## config.mk

```make
export PLATFORM = sky130hd
export DESIGN_NAME = udma_rx_burst
export DESIGN_NICKNAME = d
export VERILOG_FILES = /design/src/rtl/udma_rx_pkg.sv /design/src/rtl/udma_rx_sync.sv /design/src/rtl/udma_rx_dp.sv /design/src/rtl/udma_rx_ctrl.sv /design/src/rtl/udma_rx_burst.sv
export SDC_FILE = /design/constraint.sdc
export NUM_CORES = 1
export LEC_CHECK = 0
export ABC_AREA = 0
export BUFFER_PORTS_ARGS = -buffer_cell sky130_fd_sc_hd__clkbuf_2
export CAP_MARGIN = 20
export CORE_MARGIN = 3
export CORE_UTILIZATION = 30
export CTS_CLUSTER_DIAMETER = 40
export DETAILED_ROUTE_END_ITERATION = 8
export SYNTH_ARGS = -nofsm -noshare
export SYNTH_HDL_FRONTEND = slang
export SYNTH_HIERARCHICAL = 1
export SYNTH_SLANG_ARGS = --single-unit
export TNS_END_PERCENT = 30
```

## constraint.sdc

```tcl
create_clock -name clk -period 9.4 [get_ports clk]
set_clock_uncertainty 0.2 [all_clocks]
set_input_delay 0.47 -clock clk [delete_from_list [all_inputs] [get_ports clk]]
set_output_delay 0.47 -clock clk [all_outputs]
set_load 0.005 [all_outputs]
```

## src/rtl/udma_rx_pkg.sv

```systemverilog
`timescale 1ns/1ps
package udma_rx_pkg;

  typedef enum logic [1:0] {
    ST_IDLE = 2'd0,
    ST_REQ  = 2'd1,
    ST_XFER = 2'd2,
    ST_DONE = 2'd3
  } rxState_e;

  // strobes from control to datapath
  typedef struct packed {
    logic captureEn;
    logic clearCount;
  } dpCtrl_t;

  // status from datapath to control
  typedef struct packed {
    logic ackOn;
    logic stopOn;
    logic roomOk;
  } dpStat_t;

endpackage

```

## src/rtl/udma_rx_sync.sv

```systemverilog
`timescale 1ns/1ps
module udma_rx_sync #(
  parameter int W = 1,
  parameter int STAGES = 2,
  parameter logic [W-1:0] RST_VAL = '0
) (
  input  logic         clk,
  input  logic         rstN,
  input  logic [W-1:0] din,
  output logic [W-1:0] dout
);

  logic [W-1:0] stg [STAGES];

  genvar i;
  generate
    for (i = 0; i < STAGES; i++) begin : g_stage
      if (i == 0) begin : g_first
        always_ff @(posedge clk or negedge rstN) begin
          if (!rstN) stg[0] <= RST_VAL;
          else       stg[0] <= din;
        end
      end else begin : g_next
        always_ff @(posedge clk or negedge rstN) begin
          if (!rstN) stg[i] <= RST_VAL;
          else       stg[i] <= stg[i-1];
        end
      end
    end
  endgenerate

  assign dout = stg[STAGES-1];

endmodule

```

## src/rtl/udma_rx_dp.sv

```systemverilog
`timescale 1ns/1ps
module udma_rx_dp
  import udma_rx_pkg::*;
#(
  parameter int DATA_W     = 16,
  parameter int DEPTH      = 8,
  parameter int PAUSE_FREE = 2,
  parameter int CNT_W      = 16,
  parameter int SYNC_STG   = 2
) (
  input  logic              clk,
  input  logic              rstN,
  input  logic              hostStrobe,
  input  logic [DATA_W-1:0] hostData,
  input  logic              hostAckN,
  input  logic              hostStop,
  input  dpCtrl_t           ctl,
  output dpStat_t           stat,
  output logic [DATA_W-1:0] outData,
  output logic              outValid,
  input  logic              outReady,
  output logic              overflow,
  output logic [CNT_W-1:0]  wordCount
);

  localparam int SW    = DATA_W + 3;
  localparam int PTR_W = (DEPTH > 1) ? $clog2(DEPTH) : 1;
  localparam int LVL_W = $clog2(DEPTH + 1);
  localparam logic [SW-1:0] SYNC_RST = {3'b011, {DATA_W{1'b0}}};

  // all host inputs share one synchronizer so their order is kept
  logic [SW-1:0]     syncIn, syncOut;
  logic              strobeS, ackNS, stopS, strobeLast;
  logic [DATA_W-1:0] dataS;

  assign syncIn = {hostStrobe, hostAckN, hostStop, hostData};

  udma_rx_sync #(.W(SW), .STAGES(SYNC_STG), .RST_VAL(SYNC_RST)) u_sync (
    .clk  (clk),
    .rstN (rstN),
    .din  (syncIn),
    .dout (syncOut)
  );

  assign {strobeS, ackNS, stopS, dataS} = syncOut;

  always_ff @(posedge clk or negedge rstN) begin
    if (!rstN) strobeLast <= 1'b0;
    else       strobeLast <= strobeS;
  end

  logic strobeEvt;
  assign strobeEvt = strobeS ^ strobeLast;

  // FIFO
  logic [DATA_W-1:0] mem [DEPTH];
  logic [PTR_W-1:0]  wrPtr, rdPtr;
  logic [LVL_W-1:0]  level, freeSlots;
  logic              full, push, drop, pop;

  assign full      = (level == LVL_W'(DEPTH));
  assign push      = ctl.captureEn && strobeEvt && !full;
  assign drop      = ctl.captureEn && strobeEvt && full;
  assign outValid  = (level != '0);
  assign pop       = outValid && outReady;
  assign outData   = mem[rdPtr];
  assign freeSlots = LVL_W'(DEPTH) - level;

  always_ff @(posedge clk) begin
    if (push) mem[wrPtr] <= dataS;
  end

  always_ff @(posedge clk or negedge rstN) begin
    if (!rstN) begin
      wrPtr <= '0;
      rdPtr <= '0;
      level <= '0;
    end else begin
      if (push) wrPtr <= (wrPtr == PTR_W'(DEPTH - 1)) ? '0 : wrPtr + 1'b1;
      if (pop)  rdPtr <= (rdPtr == PTR_W'(DEPTH - 1)) ? '0 : rdPtr + 1'b1;
      case ({push, pop})
        2'b10:   level <= level + 1'b1;
        2'b01:   level <= level - 1'b1;
        default: level <= level;
      endcase
    end
  end

  always_ff @(posedge clk or negedge rstN) begin
    if (!rstN)     overflow <= 1'b0;
    else if (drop) overflow <= 1'b1;
  end

  always_ff @(posedge clk or negedge rstN) begin
    if (!rstN)               wordCount <= '0;
    else if (ctl.clearCount) wordCount <= '0;
    else if (push)           wordCount <= wordCount + 1'b1;
  end

  assign stat.ackOn  = !ackNS;
  assign stat.stopOn = stopS;
  assign stat.roomOk = (freeSlots > LVL_W'(PAUSE_FREE));

  AST_NO_OVERFLOW: assert property (@(posedge clk) disable iff (!rstN)
    level <= LVL_W'(DEPTH));
  AST_FULL_DROP: assert property (@(posedge clk) disable iff (!rstN)
    (drop && !pop) |=> $stable(level));
  AST_OVF_STICKY: assert property (@(posedge clk) disable iff (!rstN)
    overflow |=> overflow);
  AST_IGNORE_CLOSED: assert property (@(posedge clk) disable iff (!rstN)
    (!ctl.captureEn && !pop) |=> $stable(level));
  AST_HEAD_HOLD: assert property (@(posedge clk) disable iff (!rstN)
    (outValid && !outReady) |=> (outValid && $stable(outData)));

endmodule

```

## src/rtl/udma_rx_ctrl.sv

```systemverilog
`timescale 1ns/1ps
module udma_rx_ctrl
  import udma_rx_pkg::*;
(
  input  logic    clk,
  input  logic    rstN,
  input  dpStat_t stat,
  output dpCtrl_t ctl,
  output logic    devReq,
  output logic    devReadyN,
  output logic    burstDone
);

  rxState_e state, stateNext;

  always_comb begin
    stateNext = state;
    case (state)
      ST_IDLE: if (stat.roomOk) stateNext = ST_REQ;
      ST_REQ:  if (stat.ackOn && !stat.stopOn) stateNext = ST_XFER;
      ST_XFER: if (stat.stopOn) stateNext = ST_DONE;
      ST_DONE: stateNext = ST_IDLE;
      default: stateNext = ST_IDLE;
    endcase
  end

  always_ff @(posedge clk or negedge rstN) begin
    if (!rstN) state <= ST_IDLE;
    else       state <= stateNext;
  end

  assign devReq         = (state == ST_REQ) || (state == ST_XFER);
  assign devReadyN      = !((state == ST_XFER) && stat.roomOk);
  assign burstDone      = (state == ST_DONE);
  assign ctl.captureEn  = (state == ST_XFER);
  assign ctl.clearCount = (state == ST_REQ);

  AST_DONE_PULSE: assert property (@(posedge clk) disable iff (!rstN)
    burstDone |=> !burstDone);
  AST_DONE_QUIET: assert property (@(posedge clk) disable iff (!rstN)
    burstDone |-> (!devReq && devReadyN));
  AST_REQ_HELD: assert property (@(posedge clk) disable iff (!rstN)
    (devReq && !stat.stopOn) |=> devReq);
  AST_READY_OPEN: assert property (@(posedge clk) disable iff (!rstN)
    !devReadyN |-> (ctl.captureEn && stat.roomOk));

endmodule

```

## src/rtl/udma_rx_burst.sv

```systemverilog
`timescale 1ns/1ps
module udma_rx_burst
  import udma_rx_pkg::*;
#(
  parameter int DATA_W     = 16,
  parameter int DEPTH      = 8,
  parameter int PAUSE_FREE = 2,
  parameter int CNT_W      = 16
) (
  input  logic              clk,
  input  logic              rstN,
  input  logic              hostStrobe,
  input  logic [DATA_W-1:0] hostData,
  input  logic              hostAckN,
  input  logic              hostStop,
  output logic              devReq,
  output logic              devReadyN,
  output logic [DATA_W-1:0] outData,
  output logic              outValid,
  input  logic              outReady,
  output logic              overflow,
  output logic              burstDone,
  output logic [CNT_W-1:0]  burstWords
);

  dpCtrl_t ctl;
  dpStat_t stat;

  udma_rx_dp #(
    .DATA_W(DATA_W), .DEPTH(DEPTH), .PAUSE_FREE(PAUSE_FREE), .CNT_W(CNT_W), .SYNC_STG(2)
  ) u_dp (
    .clk        (clk),
    .rstN       (rstN),
    .hostStrobe (hostStrobe),
    .hostData   (hostData),
    .hostAckN   (hostAckN),
    .hostStop   (hostStop),
    .ctl        (ctl),
    .stat       (stat),
    .outData    (outData),
    .outValid   (outValid),
    .outReady   (outReady),
    .overflow   (overflow),
    .wordCount  (burstWords)
  );

  udma_rx_ctrl u_ctrl (
    .clk       (clk),
    .rstN      (rstN),
    .stat      (stat),
    .ctl       (ctl),
    .devReq    (devReq),
    .devReadyN (devReadyN),
    .burstDone (burstDone)
  );

endmodule

```

==> results of run 1 <==
## sequential cells by signal, summed over array words and instances, names as in the netlist
register	cells
u_dp/wordCount	16
u_dp/u_sync/stg	19
u_dp/rdPtr	3
u_dp/overflow	1
u_dp/level	4
u_dp/u_sync/dout	19
u_dp/strobeLast	1
u_ctrl/state	2
u_dp/mem	128
u_dp/wrPtr	3
## worst paths after layout
check                           slack, ps  cells after the start                    to
worst min register to register        150                      0  u_dp/u_sync/dout[14]
max in group asynchronous            8380                      1         u_dp/rdPtr[0]
worst max-delay path                 5850                     10         u_dp/level[3]
min in group clk                      150                      0  u_dp/u_sync/dout[14]
worst max register to register       5850                     10         u_dp/level[3]
worst min-delay path                  -20                      1   u_dp/u_sync/dout[5]
## worst max-delay path: cells and delay by family, from the launching register on
kind                       cells  cell delay [ps]
adders and majority gates      3             1140
DFF                            1              440
and+or+nand+nor                4             1280
AOI/OAI and AO/OA              1              140
buffers and inverters          2              200
## cell families (layout without fill, tap and decap cells)
logic type	Yosys count	in the layout	synth area share
compound gates	33	33	0.02541
xor+xnor	7	7	0.008958
fa+ha+maj	16	16	0.02704
buf+inv	50	128	0.03550
flops	196	196	0.7225
mux	57	57	0.1300
simple gates	69	69	0.05065
## per-stage QoR
| step | instances | setup WS, ps |
|---|---|---|
| after detailed placement | 778 | 5981 |
| after CTS | 829 | 5969 |
| after global routing | 830 | 5560 |
| final | 830 | 5853 |
| after global placement | 778 | 6236 |
| after floorplan | 428 | 5819 |
## placed cells by master, fill, tap and decap left out, types with 11 or more instances in the layout
cell type | Yosys | routed
a21oi_1 | 11 | 11
clkbuf_16 | 0 | 17
clkbuf_2 | 0 | 57
dfrtp_1 | 64 | 62
dlygate4sd3_1 | 0 | 19
edfxtp_1 | 128 | 128
ha_1 | 15 | 15
inv_1 | 14 | 14
mux2_2 | 21 | 21
mux4_2 | 32 | 32
nand2_1 | 11 | 11
o21ai_0 | 12 | 12
## power by group through the flow
stage	Sequential [W]	Clock, W	Combinational, W
after CTS	0.00111	0.000730	0.000624
after global placement	0.00112	0	0.000588
after global routing	0.00112	0.000769	0.000682
after floorplan	0.00105	0	0.000468
final	0.00111	0.000710	0.000612
after detailed placement	0.00113	0	0.000614
## cell type report
cell class	count	area, µm²	share of cell area
Multi-Input combinational cell	182	1906	0.2111
Timing Repair Buffer	82	524.3	0.05807
Clock buffer	19	442.9	0.04906
Inverter	14	52.55	0.005820
Clock inverter	13	145.1	0.01608
Sequential cell	196	5553	0.6150
Tap cell	324	405.4	0.04490
## per-layer routing
metal	wire length (µm)	GRT usage	vias up
li1	-	-	1756
met1	6307	0.1370	2001
met2	6823	0.1695	86
met3	606	0.03118	14
met4	187	0.03219	0
met5	0	0	-
==> flow_summary.yaml, run 1 <==
status:
  status: "finished with violations"
  violations: "hold timing"
cts:
  cts_max_level: 4
  root_buffer: "clkbuf_16"
  holdBufCountCts: 19
  cts_resized: 0
  cts_tree: "built"
  clockBufferDepth: 2
  clk_latency_ps: 420
  clkSinkCount: 196
  cts_made_buffers: 17
  clk_pin_slew_ps: 70
  post_cts_buffers: 0
die:
  io_pins: 59
  core_um2: 24750
  initial_utilization: 0.3104
  fp.dieW_um: 166.0
  rows: 57
  die_h_um: 166.0
  design.die.area_um2: 27560
power_and_ir_drop:
  p_sw_w: 0.0007237
  ir_worst_vdd_v: 0.0001323
  combPwrFrac: 0.252
  seq_power_share: 0.456
  p_total_w: 0.002428
  power_density_nw_per_um2: 268.9
  switching_share: 0.2981
  internal-power_w: 0.001704
  p_leak_nw: 3.313
  clock_power_share: 0.292
worst_setup_path:
  startpoint_type: "flop"
  cp.arrival_ps: 3620
  crit_top_cell: "ha_1"
  critPathLaunch: "u_dp/level[1]"
  crit_required_ps: 9470
  critPathSlowestCell: "ha_1"
  end_kind: "flop"
  crit_chain: "inv_1, ha_1, nand3b_1, nand3_2, ha_1, ha_1, inv_1, nor4_1, nand4b_1, o311ai_0"
  setup.worst_path.class: "reg -> reg"
  cp_max_fo: 22
  r2r-start: "u_dp/level[1]"
  cpPeakStageDelay_ps: 520
sta:
  hold_violations: 29
  timing.fmax_mhz: 281.9
  slew_headroom: 0.3192
  slew_violations: 0
  rsz0062_at_grt: "no"
  fin_crit_ps: 3547
  finalCritPeriodShare: 0.3773
  finalSetupViolations: 0
  tightest_slew_ps: 1018
  setup_tns_ps: 0
  hold_ws_ps: -22.09
route:
  wl_per_cell_um: 16.78
  dr.pass1.iters: 4
  drtIter0Drc: 179
  drc: 0
  vias_per_cell: 4.647
  ant_nets: 0
  vias: 3857
  totalWireLength_um: 13920
synthesis:
  yosys.area.top_type: "edfxtp_1"
  yosys-top-cells-area: "edfxtp_1 50%, dfrtp_1 21%, mux4_2 9.4%"
  syn_inst: 428
  synth.most_common_cell: "edfxtp_1"
  ys_seq_area_frac: 0.7225
  synth_top_cells_by_count: "128 x edfxtp_1, 64 x dfrtp_1, 32 x mux4_2"
  syn_nets: 466
  synth-edff-count: 128
  syn_area_per_cell_um2: 17.95
  synthFlopType: "edfxtp_1"
  async_flop_share: 0.3469
  syn_area_um2: 7682
  ys_ff_latch: 196
  netlist.area_leader.share: 0.5003
  synth_cell_types: 43
  yosysWarnings: 6
cells_and_area:
  postLayoutCellArea_um2: 9029
  postLayoutCoreUtil: 0.3648
  diodes: 0
  drive_gt1_frac: 0.3221
  area_growth_pct: 17.52
  fillers: 2284
  nNetsFinal: 531
placement:
  gp_congestion: 0.7668
  post_dp_cell_area_um2: 8239
  io_buffers: 58
  dp_hpwl_um: 8421
grt:
  grt_usage: 0.1048
  grt_max_degree: 69
  antenna_found_initial: 0
  grt-ovfl-total: 0
  grt_pass1_vias: 4093
  grt_pass1_wl_um: 22540
job:
  drv_cap: 0
min_path:
  hold_class: "in -> async"
No activity file was read; power rests on OpenSTA's default activity.
==> inputs of run 2 (changes only) <==
--- a/config.mk
+++ b/config.mk
@@ -5,7 +5,7 @@
 export SDC_FILE = /design/constraint.sdc
 export NUM_CORES = 1
 export LEC_CHECK = 0
-export ABC_AREA = 0
+export ABC_AREA = 1
 export BUFFER_PORTS_ARGS = -buffer_cell sky130_fd_sc_hd__clkbuf_2
 export CAP_MARGIN = 20
 export CORE_MARGIN = 3
==> constraint.sdc (replaced) <==
create_clock -name clk -period 2.8 [get_ports clk]
set_clock_uncertainty 0.2 [all_clocks]
set_input_delay 0.14 -clock clk [delete_from_list [all_inputs] [get_ports clk]]
set_output_delay 0.14 -clock clk [all_outputs]
set_load 0.005 [all_outputs]
==> flow_summary.yaml, run 2 <==
status:
  status: "complete, no violations"
cts:
  post_cts_buffers: 0
  cts_max_level: 4
  clk_latency_ps: 430
  cts_tree: "built"
  root_buffer: "clkbuf_16"
  clkSinkCount: 196
  cts_made_buffers: 17
  clk_pin_slew_ps: 70
  clockBufferDepth: 2
cells_and_area:
  max_flop_register: "u_dp/mem"
  drive_gt1_frac: 0.1608
  final_common_cell: "nor2_1"
  fillers: 2592
  nNetsFinal: 815
  mostFrequentLayoutCells: "129 x nor2_1, 128 x edfxtp_1, 118 x nand2_1"
  largest_register_ffs: 128
  diodes: 0
  area_growth_pct: 17.77
sta:
  slew_headroom: 0.5412
  rsz0062_at_grt: "no"
  hold_violations: 0
  finalCritPeriodShare: 0.9095
  setup_tns_ps: 0
  timing.fmax_mhz: 392.7
  fin_crit_ps: 2546
  slew_violations: 0
  hold_ws_ps: 37.03
  tightest_slew_ps: 684.0
  finalSetupViolations: 0
synthesis:
  yosys.area.top_type: "edfxtp_1"
  ys_ff_latch: 196
  synth_cell_types: 30
  syn_area_per_cell_um2: 11.34
  syn_inst: 705
  synth_top_cells_by_count: "129 x nor2_1, 128 x edfxtp_1, 118 x nand2_1"
  yosysWarnings: 6
  netlist.area_leader.share: 0.4809
  syn_nets: 743
  async_flop_share: 0.3469
  syn_area_um2: 7993
  synth-edff-count: 128
  synthFlopType: "edfxtp_1"
  yosys-top-cells-area: "edfxtp_1 48%, dfrtp_1 20%, o21ai_0 6.1%"
  ys_seq_area_frac: 0.6944
  synth.most_common_cell: "nor2_1"
worst_setup_path:
  setup.worst_path.class: "reg -> out"
  cp_max_fo: 38
  critPathSlowestCell: "dfrtp_1"
  crit_family: "flip-flops"
  crit_chain: "buf_4, nor2_1, nor2_1, o21ai_0, o21ai_1, nand2_1, nand2_1, clkbuf_2"
  cpPeakStageDelay_ps: 620
  rrSetupSlack_ps: 440
  crit_required_ps: 2460
  crit_buf_inv: 2
  cp.arrival_ps: 2210
  end_kind: "output pin"
  startpoint_type: "flop"
power_and_ir_drop:
  seq_power_share: 0.410
  power_density_nw_per_um2: 916.6
  internal-power_w: 0.005682
  clock_power_share: 0.288
  p_sw_w: 0.002945
  p_leak_nw: 3.759
  switching_share: 0.3414
  ir_worst_vdd_v: 0.0004429
  combPwrFrac: 0.302
grt:
  grt-ovfl-total: 0
  grt_pass1_vias: 4819
  grt_max_degree: 67
  antenna_found_initial: 0
  grt_usage: 0.1126
  grt_pass1_wl_um: 25360
placement:
  gp_congestion: 0.7849
  dp_hpwl_um: 9833
  io_buffers: 58
route:
  drc: 0
  totalWireLength_um: 15550
  drtIter0Drc: 264
  wl_per_cell_um: 13.82
  dr.pass1.iters: 5
  ant_nets: 0
  vias_per_cell: 4.448
  vias: 5004
die:
  fp.dieW_um: 169.2
  rows: 59
  design.die.area_um2: 28640
  io_pins: 59
  core_um2: 26130
  initial_utilization: 0.3059
  die_h_um: 169.2
min_path:
  hold_class: "in -> async"
job:
  drv_cap: 0
-- run 2: cells by family (layout without fill, tap and decap cells) --
family,Yosys count,after routing,share of synthesized area
xor+xnor,5,5,0.005480
flops,196,196,0.6944
compound gates,122,122,0.07765
simple gates,285,285,0.1442
buf+inv,81,166,0.05228
fa+ha+maj,16,16,0.02599
-- run 2: power groups by stage --
stage               clock network [W]  registers (W)  logic [W]
floorplan                           0        0.00352    0.00184
detailed placement                  0        0.00360    0.00264
global route                  0.00268        0.00357    0.00305
global placement                    0        0.00359    0.00260
CTS                           0.00257        0.00354    0.00267
finish                        0.00249        0.00354    0.00260
-- run 2: repair_timing --
action / in CTS / in global routing
gates resized for setup: 0 / 0
hold endpoints to repair: 73 / 0
hold buffers: 21 / 0
-- run 2: metal layers --
layer	track usage	wire, µm	vias to the layer above
li1	-	-	2510
met1	0.1443	6951	2378
met3	0.02073	584	9
met2	0.1934	7844	107
met5	0	0	-
met4	0.03734	172	0
-- run 2: through the flow --
| step | cells | setup slack (ps) | power (W) | utilization | cell area [µm²] |
|---|---|---|---|---|---|
| after floorplan | 705 | 275.0 | 0.005359 | - | 7993 |
| after global placement | 1072 | 505.4 | 0.006195 | 0.3285 | 8584 |
| after detailed placement | 1072 | 432.3 | 0.006243 | 0.3285 | 8584 |
| after CTS | 1125 | 222.1 | 0.008781 | 0.3602 | 9413 |
| after global routing | 1125 | 11.63 | 0.009302 | 0.3602 | 9413 |
| final | 1125 | 253.5 | 0.008628 | 0.3602 | 9413 |
-- run 2: final cells by class --
cell class	count	area [µm²]	share of cell area
Clock buffer	19	452.9	0.04812
Clock inverter	13	165.2	0.01755
Inverter	34	127.6	0.01356
Multi-Input combinational cell	428	2024	0.2151
Sequential cell	196	5550	0.5897
Tap cell	335	419.2	0.04453
Timing Repair Buffer	100	673.1	0.07151
-- run 2: worst paths after layout --
| check | cells after the start | start | endpoint |
|---|---|---|---|
| setup / recovery | 8 | u_dp/rdPtr[0] | outData[0] |
| hold / removal | 2 | rstN | u_dp/u_sync/stg[27] |
| setup reg to reg | 10 | u_dp/level[1] | u_dp/level[2] |
| hold reg to reg | 0 | u_dp/u_sync/stg[24] | u_dp/u_sync/dout[5] |
| max in group asynchronous | 3 | rstN | u_dp/u_sync/stg[36] |
| min in group clk | 2 | hostAckN | u_dp/u_sync/stg[36] |
==> inputs of run 3 (changes only) <==
--- a/config.mk
+++ b/config.mk
@@ -12,6 +12,7 @@
 export CORE_UTILIZATION = 30
 export CTS_CLUSTER_DIAMETER = 40
 export DETAILED_ROUTE_END_ITERATION = 8
+export SKIP_LAST_GASP = 1
 export SYNTH_ARGS = -nofsm -noshare
 export SYNTH_HDL_FRONTEND = slang
 export SYNTH_HIERARCHICAL = 1
==> constraint.sdc (replaced) <==
create_clock -name clk -period 3.05 [get_ports clk]
set_clock_uncertainty 0.2 [all_clocks]
set_input_delay 0.1525 -clock clk [delete_from_list [all_inputs] [get_ports clk]]
set_output_delay 0.1525 -clock clk [all_outputs]
set_load 0.005 [all_outputs]
==> flow_summary.yaml, run 3 (synthesis gave the netlist of run 2 again) <==
sta:
  fin_crit_ps: 2500
  slew_violations: 0
  hold_violations: 0
  tightest_slew_ps: 675.9
  rsz0062_at_grt: "no"
  slew_headroom: 0.5466
  setup_tns_ps: 0
  finalCritPeriodShare: 0.8198
  timing.fmax_mhz: 399.9
  finalSetupViolations: 0
  hold_ws_ps: 68.21
job:
  drv_cap: 0
worst_setup_path:
  end_kind: "output pin"
  crit_chain: "inv_1, buf_12, o21ai_0, o21ai_1, nand2_1, nand2_1, clkbuf_2"
  rrSetupSlack_ps: 630
  cp_max_fo: 48
  cp.arrival_ps: 2150
  critPathSlowestCell: "inv_1"
  crit_buf_inv: 3
  cpPeakStageDelay_ps: 460
  crit_required_ps: 2700
  crit_family: "buffers and inverters"
  startpoint_type: "flop"
  crit_top_cell: "nand2_1"
  setup.worst_path.class: "reg -> out"
power_and_ir_drop:
  p_leak_nw: 3.713
  combPwrFrac: 0.310
  switching_share: 0.3536
  internal-power_w: 0.005021
  ir_worst_vdd_v: 0.0004319
  p_sw_w: 0.002746
  clock_power_share: 0.274
  seq_power_share: 0.416
  power_density_nw_per_um2: 831.3
die:
  fp.dieW_um: 169.2
  io_pins: 59
  rows: 59
  core_um2: 26130
  die_h_um: 169.2
  initial_utilization: 0.3059
  design.die.area_um2: 28640
cts:
  clk_latency_ps: 420
  cts_max_level: 4
  cts_resized: 0
  post_cts_buffers: 0
  cts_tree: "built"
  clk_pin_slew_ps: 70
  root_buffer: "clkbuf_16"
  clkSinkCount: 196
  clockBufferDepth: 2
  holdBufCountCts: 21
  cts_made_buffers: 17
cells_and_area:
  drive_gt1_frac: 0.1541
  diodes: 0
  max_flop_register: "u_dp/mem"
  largest_register_ffs: 128
  final_common_cell: "nor2_1"
  mostFrequentLayoutCells: "129 x nor2_1, 128 x edfxtp_1, 118 x nand2_1"
  nNetsFinal: 810
  postLayoutCoreUtil: 0.3576
  area_growth_pct: 16.91
  postLayoutCellArea_um2: 9344
route:
  drtIter0Drc: 262
  totalWireLength_um: 15340
  vias: 5009
  vias_per_cell: 4.472
  wl_per_cell_um: 13.69
  ant_nets: 0
  drc: 0
  dr.pass1.iters: 5
grt:
  grt-ovfl-total: 0
  antenna_found_initial: 0
  grt_usage: 0.1127
  grt_pass1_vias: 4956
  grt_pass1_wl_um: 25450
  grt_max_degree: 66
placement:
  gp_congestion: 0.7579
  io_buffers: 58
  post_dp_cell_area_um2: 8559
  dp_hpwl_um: 9328
min_path:
  hold_class: "in -> async"
status:
  status: "complete, no violations"
[run 3: changes by cell type in the layout (fill, tap and decap cells not counted), sizes merged]
cell / previous run / this run
bufinv: 2 / 0
buf: 22 / 17
clkbuf: 76 / 75
clkinv: 5 / 8
[run 3: through the flow]
step / power, W / cells / setup slack, ps
after detailed placement: 0.005728 / 1067 / 632.7
after global placement: 0.005685 / 1067 / 745.0
final: 0.007768 / 1120 / 549.7
after floorplan: 0.004919 / 705 / 525.0
after global routing: 0.008373 / 1120 / 344.6
after CTS: 0.007892 / 1120 / 494.1
[run 3: area by class of cell]
| cell class | instances | area, µm² |
|---|---|---|
| fillers | 2611 | 16790 |
| flip-flops and latches | 196 | 5550 |
| multi-input cells | 428 | 2024 |
| repair buffers | 95 | 648.1 |
| clock buffers | 18 | 429.2 |
| well taps | 335 | 419.2 |
| clock inverters | 14 | 145.1 |
| inverters | 34 | 127.6 |
[run 3: worst register-to-register path: cells and delay by family, from the launching register on]
kind            cells  cell delay [ps]
compound gates      1               80
fa+ha+maj           3              790
buf+inv             2              240
flops               1              410
simple gates        8              590
[run 3: power by group through the flow]
stage / clock [W] / combinational [W] / sequential (W)
after floorplan: 0 / 0.00169 / 0.00323
after global placement: 0 / 0.00241 / 0.00328
after detailed placement: 0 / 0.00244 / 0.00329
after CTS: 0.00219 / 0.00247 / 0.00323
after global routing: 0.00231 / 0.00280 / 0.00326
final: 0.00213 / 0.00241 / 0.00323
[run 3: final timing paths]
path / from / end / cells after the start
worst max-delay path: u_dp/rdPtr[0] / outData[14] / 7
worst min-delay path: rstN / u_dp/u_sync/stg[25] / 2
worst max register to register: u_dp/level[0] / u_dp/level[3] / 14
worst min register to register: u_dp/u_sync/stg[28] / u_dp/u_sync/dout[9] / 0
max in group asynchronous: rstN / u_dp/u_sync/stg[35] / 3
min in group clk: u_dp/u_sync/stg[28] / u_dp/u_sync/dout[9] / 0
[run 3: layer usage]
layer	share of wire	track usage	vias to the layer above
met5	0	0	-
met4	0.013	0.03556	0
met3	0.032	0.02586	17
met2	0.51	0.1937	81
met1	0.45	0.1417	2415
li1	-	-	2496
